**src/rtl/gpio_ec_pkg.sv**
```systemverilog
package gpio_ec_pkg;
  localparam int unsigned DATA_W   = 32;
  localparam int unsigned OFF_LVL  = 'h00;
  localparam int unsigned OFF_DIR  = 'h04;
  localparam int unsigned OFF_SET  = 'h08;
  localparam int unsigned OFF_CLR  = 'h0C;
  localparam int unsigned OFF_RISE = 'h10;
  localparam int unsigned OFF_FALL = 'h14;
  localparam int unsigned OFF_STAT = 'h18;
  localparam int unsigned OFF_ALT  = 'h1C;
endpackage

```
**src/rtl/gpio_ec_sync.sv**
```systemverilog
module gpio_ec_sync #(
  parameter int unsigned W      = 28,
  parameter int unsigned STAGES = 2
) (
  input  logic         clk_i,
  input  logic         rst_ni,
  input  logic [W-1:0] d_i,
  output logic [W-1:0] q_o
);
  logic [W-1:0] stg_q [STAGES];

  for (genvar s = 0; s < STAGES; s++) begin : g_stage
    always_ff @(posedge clk_i or negedge rst_ni) begin
      if (!rst_ni)     stg_q[s] <= '0;
      else if (s == 0) stg_q[s] <= d_i;
      else             stg_q[s] <= stg_q[(s > 0) ? s-1 : 0];
    end
  end

  assign q_o = stg_q[STAGES-1];
endmodule

```
**src/rtl/gpio_ec_edge.sv**
```systemverilog
module gpio_ec_edge #(
  parameter int unsigned W = 28
) (
  input  logic         clk_i,
  input  logic         rst_ni,
  input  logic [W-1:0] lvl_i,
  input  logic [W-1:0] rise_en_i,
  input  logic [W-1:0] fall_en_i,
  input  logic [W-1:0] clr_i,
  output logic [W-1:0] stat_o
);
  logic [W-1:0] prev_q, stat_q, hit;

  assign hit = (lvl_i & ~prev_q & rise_en_i) | (~lvl_i & prev_q & fall_en_i);

  always_ff @(posedge clk_i or negedge rst_ni) begin
    if (!rst_ni) begin
      prev_q <= '0;
      stat_q <= '0;
    end else begin
      prev_q <= lvl_i;
      stat_q <= (stat_q & ~clr_i) | hit; // new edge wins over clear
    end
  end

  assign stat_o = stat_q;

  p_edge_sets_r5: assert property (@(posedge clk_i) disable iff (!rst_ni)
    1'b1 |=> ((stat_q & $past(hit)) == $past(hit)));
  p_sticky_r6: assert property (@(posedge clk_i) disable iff (!rst_ni)
    1'b1 |=> ((stat_q & $past(stat_q & ~clr_i)) == $past(stat_q & ~clr_i)));
  p_no_spurious_r5: assert property (@(posedge clk_i) disable iff (!rst_ni)
    1'b1 |=> ((stat_q & ~$past(stat_q) & ~$past(hit)) == '0));
  p_clear_collide_r7: assert property (@(posedge clk_i) disable iff (!rst_ni)
    ((clr_i & hit) != '0) |=> ((stat_q & $past(clr_i & hit)) == $past(clr_i & hit)));
endmodule

```
**src/rtl/gpio_ec_regs.sv**
```systemverilog
module gpio_ec_regs
  import gpio_ec_pkg::*;
#(
  parameter int unsigned W      = 28,
  parameter int unsigned ADDR_W = 8
) (
  input  logic              clk_i,
  input  logic              rst_ni,
  input  logic              sel_i,
  input  logic              wr_i,
  input  logic [ADDR_W-1:0] addr_i,
  input  logic [DATA_W-1:0] wdata_i,
  input  logic [W-1:0]      lvl_i,
  input  logic [W-1:0]      stat_i,
  output logic [W-1:0]      dir_o,
  output logic [W-1:0]      out_o,
  output logic [W-1:0]      rise_o,
  output logic [W-1:0]      fall_o,
  output logic [W-1:0]      clr_o,
  output logic [DATA_W-1:0] rdata_o
);
  localparam int unsigned PAD = DATA_W - W;

  logic [W-1:0] dir_q, out_q, rise_q, fall_q, alt_q, wd, rd;
  logic wr_en, rd_en, mapped;
  logic unused_wd;

  assign wd        = wdata_i[W-1:0];
  assign unused_wd = ^wdata_i[DATA_W-1:W];
  assign wr_en     = sel_i & wr_i;
  assign rd_en     = sel_i & ~wr_i;

  always_comb begin
    mapped = 1'b1;
    rd     = '0;
    case (addr_i)
      ADDR_W'(OFF_LVL):  rd = lvl_i;
      ADDR_W'(OFF_DIR):  rd = dir_q;
      ADDR_W'(OFF_SET),
      ADDR_W'(OFF_CLR):  rd = '0;
      ADDR_W'(OFF_RISE): rd = rise_q;
      ADDR_W'(OFF_FALL): rd = fall_q;
      ADDR_W'(OFF_STAT): rd = stat_i;
      ADDR_W'(OFF_ALT):  rd = alt_q;
      default:           mapped = 1'b0;
    endcase
  end

  assign rdata_o = rd_en ? {{PAD{1'b0}}, rd} : '0;
  assign clr_o   = (wr_en && addr_i == ADDR_W'(OFF_STAT)) ? wd : '0;

  always_ff @(posedge clk_i or negedge rst_ni) begin
    if (!rst_ni) begin
      dir_q  <= '0;
      out_q  <= '0;
      rise_q <= '0;
      fall_q <= '0;
      alt_q  <= '0;
    end else if (wr_en) begin
      case (addr_i)
        ADDR_W'(OFF_DIR):  dir_q  <= wd;
        ADDR_W'(OFF_SET):  out_q  <= out_q | wd;
        ADDR_W'(OFF_CLR):  out_q  <= out_q & ~wd;
        ADDR_W'(OFF_RISE): rise_q <= wd;
        ADDR_W'(OFF_FALL): fall_q <= wd;
        ADDR_W'(OFF_ALT):  alt_q  <= wd;
        default: ;
      endcase
    end
  end

  assign dir_o  = dir_q;
  assign out_o  = out_q;
  assign rise_o = rise_q;
  assign fall_o = fall_q;

  p_set_bits_r4: assert property (@(posedge clk_i) disable iff (!rst_ni)
    (wr_en && addr_i == ADDR_W'(OFF_SET)) |=> ((out_q & $past(wd)) == $past(wd)));
  p_clr_bits_r4: assert property (@(posedge clk_i) disable iff (!rst_ni)
    (wr_en && addr_i == ADDR_W'(OFF_CLR)) |=> ((out_q & $past(wd)) == '0));
  p_unmapped_wr_r11: assert property (@(posedge clk_i) disable iff (!rst_ni)
    (wr_en && !mapped) |=> ($stable(dir_q) && $stable(out_q) && $stable(rise_q)
                            && $stable(fall_q) && $stable(alt_q)));
  p_unmapped_rd_r11: assert property (@(posedge clk_i) disable iff (!rst_ni)
    (rd_en && !mapped) |-> (rdata_o == '0));
endmodule

```
**src/rtl/gpio_edge_ctrl.sv**
```systemverilog
module gpio_edge_ctrl
  import gpio_ec_pkg::*;
#(
  parameter int unsigned NPIN    = 28,
  parameter int unsigned NDIRECT = 11,
  parameter int unsigned ADDR_W  = 8
) (
  input  logic               clk_i,
  input  logic               rst_ni,
  input  logic               bus_sel_i,
  input  logic               bus_wr_i,
  input  logic [ADDR_W-1:0]  bus_addr_i,
  input  logic [DATA_W-1:0]  bus_wdata_i,
  output logic [DATA_W-1:0]  bus_rdata_o,
  input  logic [NPIN-1:0]    pin_i,
  output logic [NPIN-1:0]    pin_o,
  output logic [NPIN-1:0]    pin_oe_o,
  output logic [NDIRECT-1:0] irq_low_o,
  output logic               irq_high_o
);
  logic [NPIN-1:0] lvl, stat, rise, fall, clr;

  gpio_ec_sync #(.W(NPIN), .STAGES(2)) u_sync (
    .clk_i, .rst_ni, .d_i(pin_i), .q_o(lvl)
  );

  gpio_ec_regs #(.W(NPIN), .ADDR_W(ADDR_W)) u_regs (
    .clk_i, .rst_ni,
    .sel_i(bus_sel_i), .wr_i(bus_wr_i), .addr_i(bus_addr_i),
    .wdata_i(bus_wdata_i), .lvl_i(lvl), .stat_i(stat),
    .dir_o(pin_oe_o), .out_o(pin_o), .rise_o(rise), .fall_o(fall),
    .clr_o(clr), .rdata_o(bus_rdata_o)
  );

  gpio_ec_edge #(.W(NPIN)) u_edge (
    .clk_i, .rst_ni, .lvl_i(lvl), .rise_en_i(rise), .fall_en_i(fall),
    .clr_i(clr), .stat_o(stat)
  );

  for (genvar i = 0; i < NDIRECT; i++) begin : g_irq
    assign irq_low_o[i] = stat[i];
  end
  assign irq_high_o = |stat[NPIN-1:NDIRECT];

  p_reset_quiet_r1: assert property (@(posedge clk_i)
    !rst_ni |=> (pin_oe_o == '0 && pin_o == '0) || rst_ni);
endmodule

```
**config.mk**
```make
export PLATFORM = sky130hd
export DESIGN_NAME = gpio_edge_ctrl
export DESIGN_NICKNAME = d
export VERILOG_FILES = /design/src/rtl/gpio_ec_pkg.sv /design/src/rtl/gpio_ec_sync.sv /design/src/rtl/gpio_ec_edge.sv /design/src/rtl/gpio_ec_regs.sv /design/src/rtl/gpio_edge_ctrl.sv
export SDC_FILE = /design/constraint.sdc
export NUM_CORES = 1
export LEC_CHECK = 0
export CAP_MARGIN = 0
export CELL_PAD_IN_SITES_DETAIL_PLACEMENT = 2
export CELL_PAD_IN_SITES_GLOBAL_PLACEMENT = 2
export CORE_ASPECT_RATIO = 1.1
export CORE_MARGIN = 2
export CORE_UTILIZATION = 36
export DETAILED_ROUTE_END_ITERATION = 10
export GPL_ROUTABILITY_DRIVEN = 0
export PLACE_DENSITY = 0.82
export SYNTH_ARGS = -nofsm -noshare
export SYNTH_HDL_FRONTEND = slang
export SYNTH_SLANG_ARGS = --single-unit
```
**constraint.sdc**
```tcl
create_clock -name clk_i -period 3 [get_ports clk_i]
set_input_delay 0.6 -clock clk_i [delete_from_list [all_inputs] [get_ports clk_i]]
set_output_delay 0.6 -clock clk_i [all_outputs]
set_load 0.01 [all_outputs]
```
==> flow_summary_export.csv <==
group,metric,value,unit
yosys,synthAdderAreaFrac,0,%
cells_and_area,final_util,49.0,%
timing,fmax,337,MHz
global_routing,grt_pass1_wl,58200,um
global_routing,grt_pass1_vias,9222,
global_routing,grt_overflow,0,
global_routing,gr-usage-all-layers,24.7,%
floorplan,num_rows,66,
floorplan,design.portCount,172,
setup_path,cp_cell_sequence,"dlygate4sd2_1, buf_6, nor4bb_4, buf_6, buf_12, buf_12, a22o_1, a22oi_1, a21oi_1, buf_2",
cells_and_area,sequential_cell_area,0.00631,mm^2
yosys,synth_top_area_cell,"dfrtp_1",
yosys,seq_area_frac_synth,58.9,%
drt,dr.pass1.iters,5,
pwr,p_sw,1.78,mW
drt,wl_per_cell,27.0,um
drt,ant_nets,0,
setup_path,critPathRequiredTime,2400,ps
timing,slew_headroom,58.4,%
clock_network,htreeDepth,1,
clock_network,cts_inserted_buffers,28,
pwr,ir_drop,0.284,mV
pwr,clockPowerShare,44.9,%
drt,route.detailed.drc,0,
floorplan,start_util,36.4,%
cells_and_area,drive_gt1_share,33.0,%
clock_network,root_buffer,"clkbuf_16",
timing,setup_violations,0,
yosys,ys_ff_latch,252,
drt,drtIter0Drc,351,
setup_path,r2r_cells,2,
pwr,p_leak,6.45,nW
floorplan,die_h,185,um
yosys,synth_mux_area_share,19.2,%
yosys,synth_top_family_by_area,"multiplexers",
timing,min_period_over_period,99.0,%
placement,io_buffers,163,
placement,place_ws,-728,ps
yosys,synthArstFlopShare,100,%
yosys,yosysUniqueCellTypes,41,
setup_path,crit_type,"input pin to output pin",
cells_and_area,fill_cells,2823,
drt,via_per_inst,5.54,
floorplan,dieWidth,168,um
timing,tightest_slew,624,ps
yosys,synth-compound-area-share,9.98,%
pwr,seq_power_share,47.2,%
yosys,yosys_warnings,0,
yosys,post_synth_xor_area_fraction,0,%
global_routing,grt_max_degree,75,
setup_path,cpPeakStageDelay,300,ps
setup_path,endpoint_kind,"output pin",
yosys,synthDominantCellAreaShare,58.9,%
yosys,synth-simple-area-share,7.92,%
floorplan,core,0.0294,mm^2
timing,hold_violations,0,
clock_network,clock_path_buffers,3,
pwr,p_comb_share,7.9,%
global_routing,antenna_found_initial,1,
pwr,powerDensity,533,mW/mm^2
yosys,netlist_top_cells_area,"dfrtp_1, mux2_2, nand2_1",
drt,wirelength,39200,um
run,max_cap_viol_count,0,
floorplan,die_area,0.0311,mm^2
pwr,swShare,23.2,%
clock_network,clk_pin_slew,50,ps
timing,fin_hold_ws,35.0,ps
yosys,synth_cells,838,
yosys,syn_area,0.0107,mm^2
timing,tns,0,ps
setup_path,cp.arrival,2370,ps
timing,final_max_slew_viol_count,0,
timing,period_minus_slack,2970,ps
clock_network,cts_tree,"done",
drt,vias,8051,
timing,fin_ws,30.3,ps
setup_path,cp_max_fo,9,
cells_and_area,final_nets,1133,
placement,hpwlAfterDp,24700,um
clock_network,cts_sinks,252,
hold_path,hp-class,"input pin to asynchronous set/reset pin",
cells_and_area,area_delta_synth_final,34.6,%
cells_and_area,multi_input_area,0.00421,mm^2
status,status,"complete, no violations",
setup_path,slowest_stage,"dlygate4sd2_1",
clock_network,clk_latency,540,ps
pwr,power.internal,5.90,mW
setup_path,start_kind,"input pin",
yosys,synth_edf_count,0,
timing,fin_skew,10.9,ps
yosys,avgSynthCellArea,12.8,um^2
yosys,synthFlopType,"dfrtp_1",
area by class of cell:
class,count,area share [%]
sequential,252,43.8
multi-input combinational,503,29.2
timing repair buffer,246,16.7
clock buffer,40,5.53
tap,374,3.25
inverter,30,0.782
clock inverter,6,0.729
antenna,1,0.0174
cells in the final DEF (no fill, tap or decap), drive strengths merged, types with 2 or more instances in the layout:
master         synthesis  layout
dfrtp                252     252
mux2                 161     161
clkdlybuf4s50          0     125
buf                   31     104
nand2                 96      96
clkbuf                25      51
o21ai                 37      37
inv                   30      30
nand3b                29      29
o211ai                28      28
a21oi                 27      27
a22oi                 20      20
a22o                  17      17
mux2i                 17      17
o2bb2ai               16      16
a21o                  10      10
and3                   7       7
nor4                   5       5
dlygate4sd2            0       5
nor2                   5       5
conb                   1       4
nor3                   4       4
clkinv                 0       3
bufinv                 0       3
nand3                  3       3
nand4                  2       2
or4                    2       2
a32oi                  2       2
nor4b                  2       2
and2                   2       2
power groups by stage:
stage | Clock, mW | Sequential, mW | Combinational [mW]
after floorplan | 0 | 3.66 | 0.187
after global placement | 0 | 3.66 | 0.555
after detailed placement | 0 | 3.68 | 0.578
after CTS | 3.52 | 3.62 | 0.598
after global routing | 3.66 | 3.64 | 0.647
final | 3.45 | 3.63 | 0.607
worst max-delay path: cells and delay by family:
| kind | cells | cell delay [ps] |
|---|---|---|
| compound gates | 3 | 410 |
| simple gates | 1 | 280 |
| buf+inv | 6 | 1070 |
path summary, 6_finish.rpt:
kind	start	end	slack (ps)
hold reg to reg	u_sync.stg_q[34]	u_sync.q_o[6]	350
min in group clk_i	u_sync.stg_q[34]	u_sync.q_o[6]	350
setup / recovery	bus_addr_i[0]	bus_rdata_o[11]	30
setup reg to reg	u_sync.q_o[26]	u_edge.stat_o[26]	2090
hold / removal	rst_ni	asynchronous set/reset pin	40
max in group asynchronous	rst_ni	u_regs.dir_o[25]	2190
routing by layer:
layer	up-vias	part of all wire (%)	track usage (%)
met2	258	52	44.5
met4	0	4.3	11.0
met1	4271	40	29.6
met3	101	3.8	3.27
li1	3421	-	-
met5	-	0	0
cell usage after synthesis (5+ instances only):
cell type,number
a21oi_1,27
buf_4,15
o21ai_0,36
nand2_1,96
nor2_1,5
dfrtp_1,252
o2bb2ai_1,16
clkbuf_1,24
mux2i_1,17
a21o_1,10
nand3b_1,29
o211ai_1,28
mux2_4,20
a22o_1,17
inv_1,30
and3_1,7
mux2_2,141
a22oi_1,20
buf_2,10
repair_timing:
action	4_1_cts	5_1_grt
pin swaps	15	7
hold endpoints to repair	0	0
gates cloned	0	2
hold buffers	0	0
setup endpoints to repair	29	23
buffers inserted	7	1
resized for setup	135	31
stage by stage:
step                area, um^2  power [mW]  cells
CTS                      14400        7.74   1448
detailed placement       13300        4.26   1396
finish                   14400        7.69   1452
global route             14400        7.94   1452
floorplan                10700        3.84    841
global placement         13300        4.22   1396
kinds of logic after synthesis:
group	after synthesis
simple gates	163
mux	178
other cells	1
buf+inv	86
compound gates	158
flops	252
(Power assumes the default switching activity.)
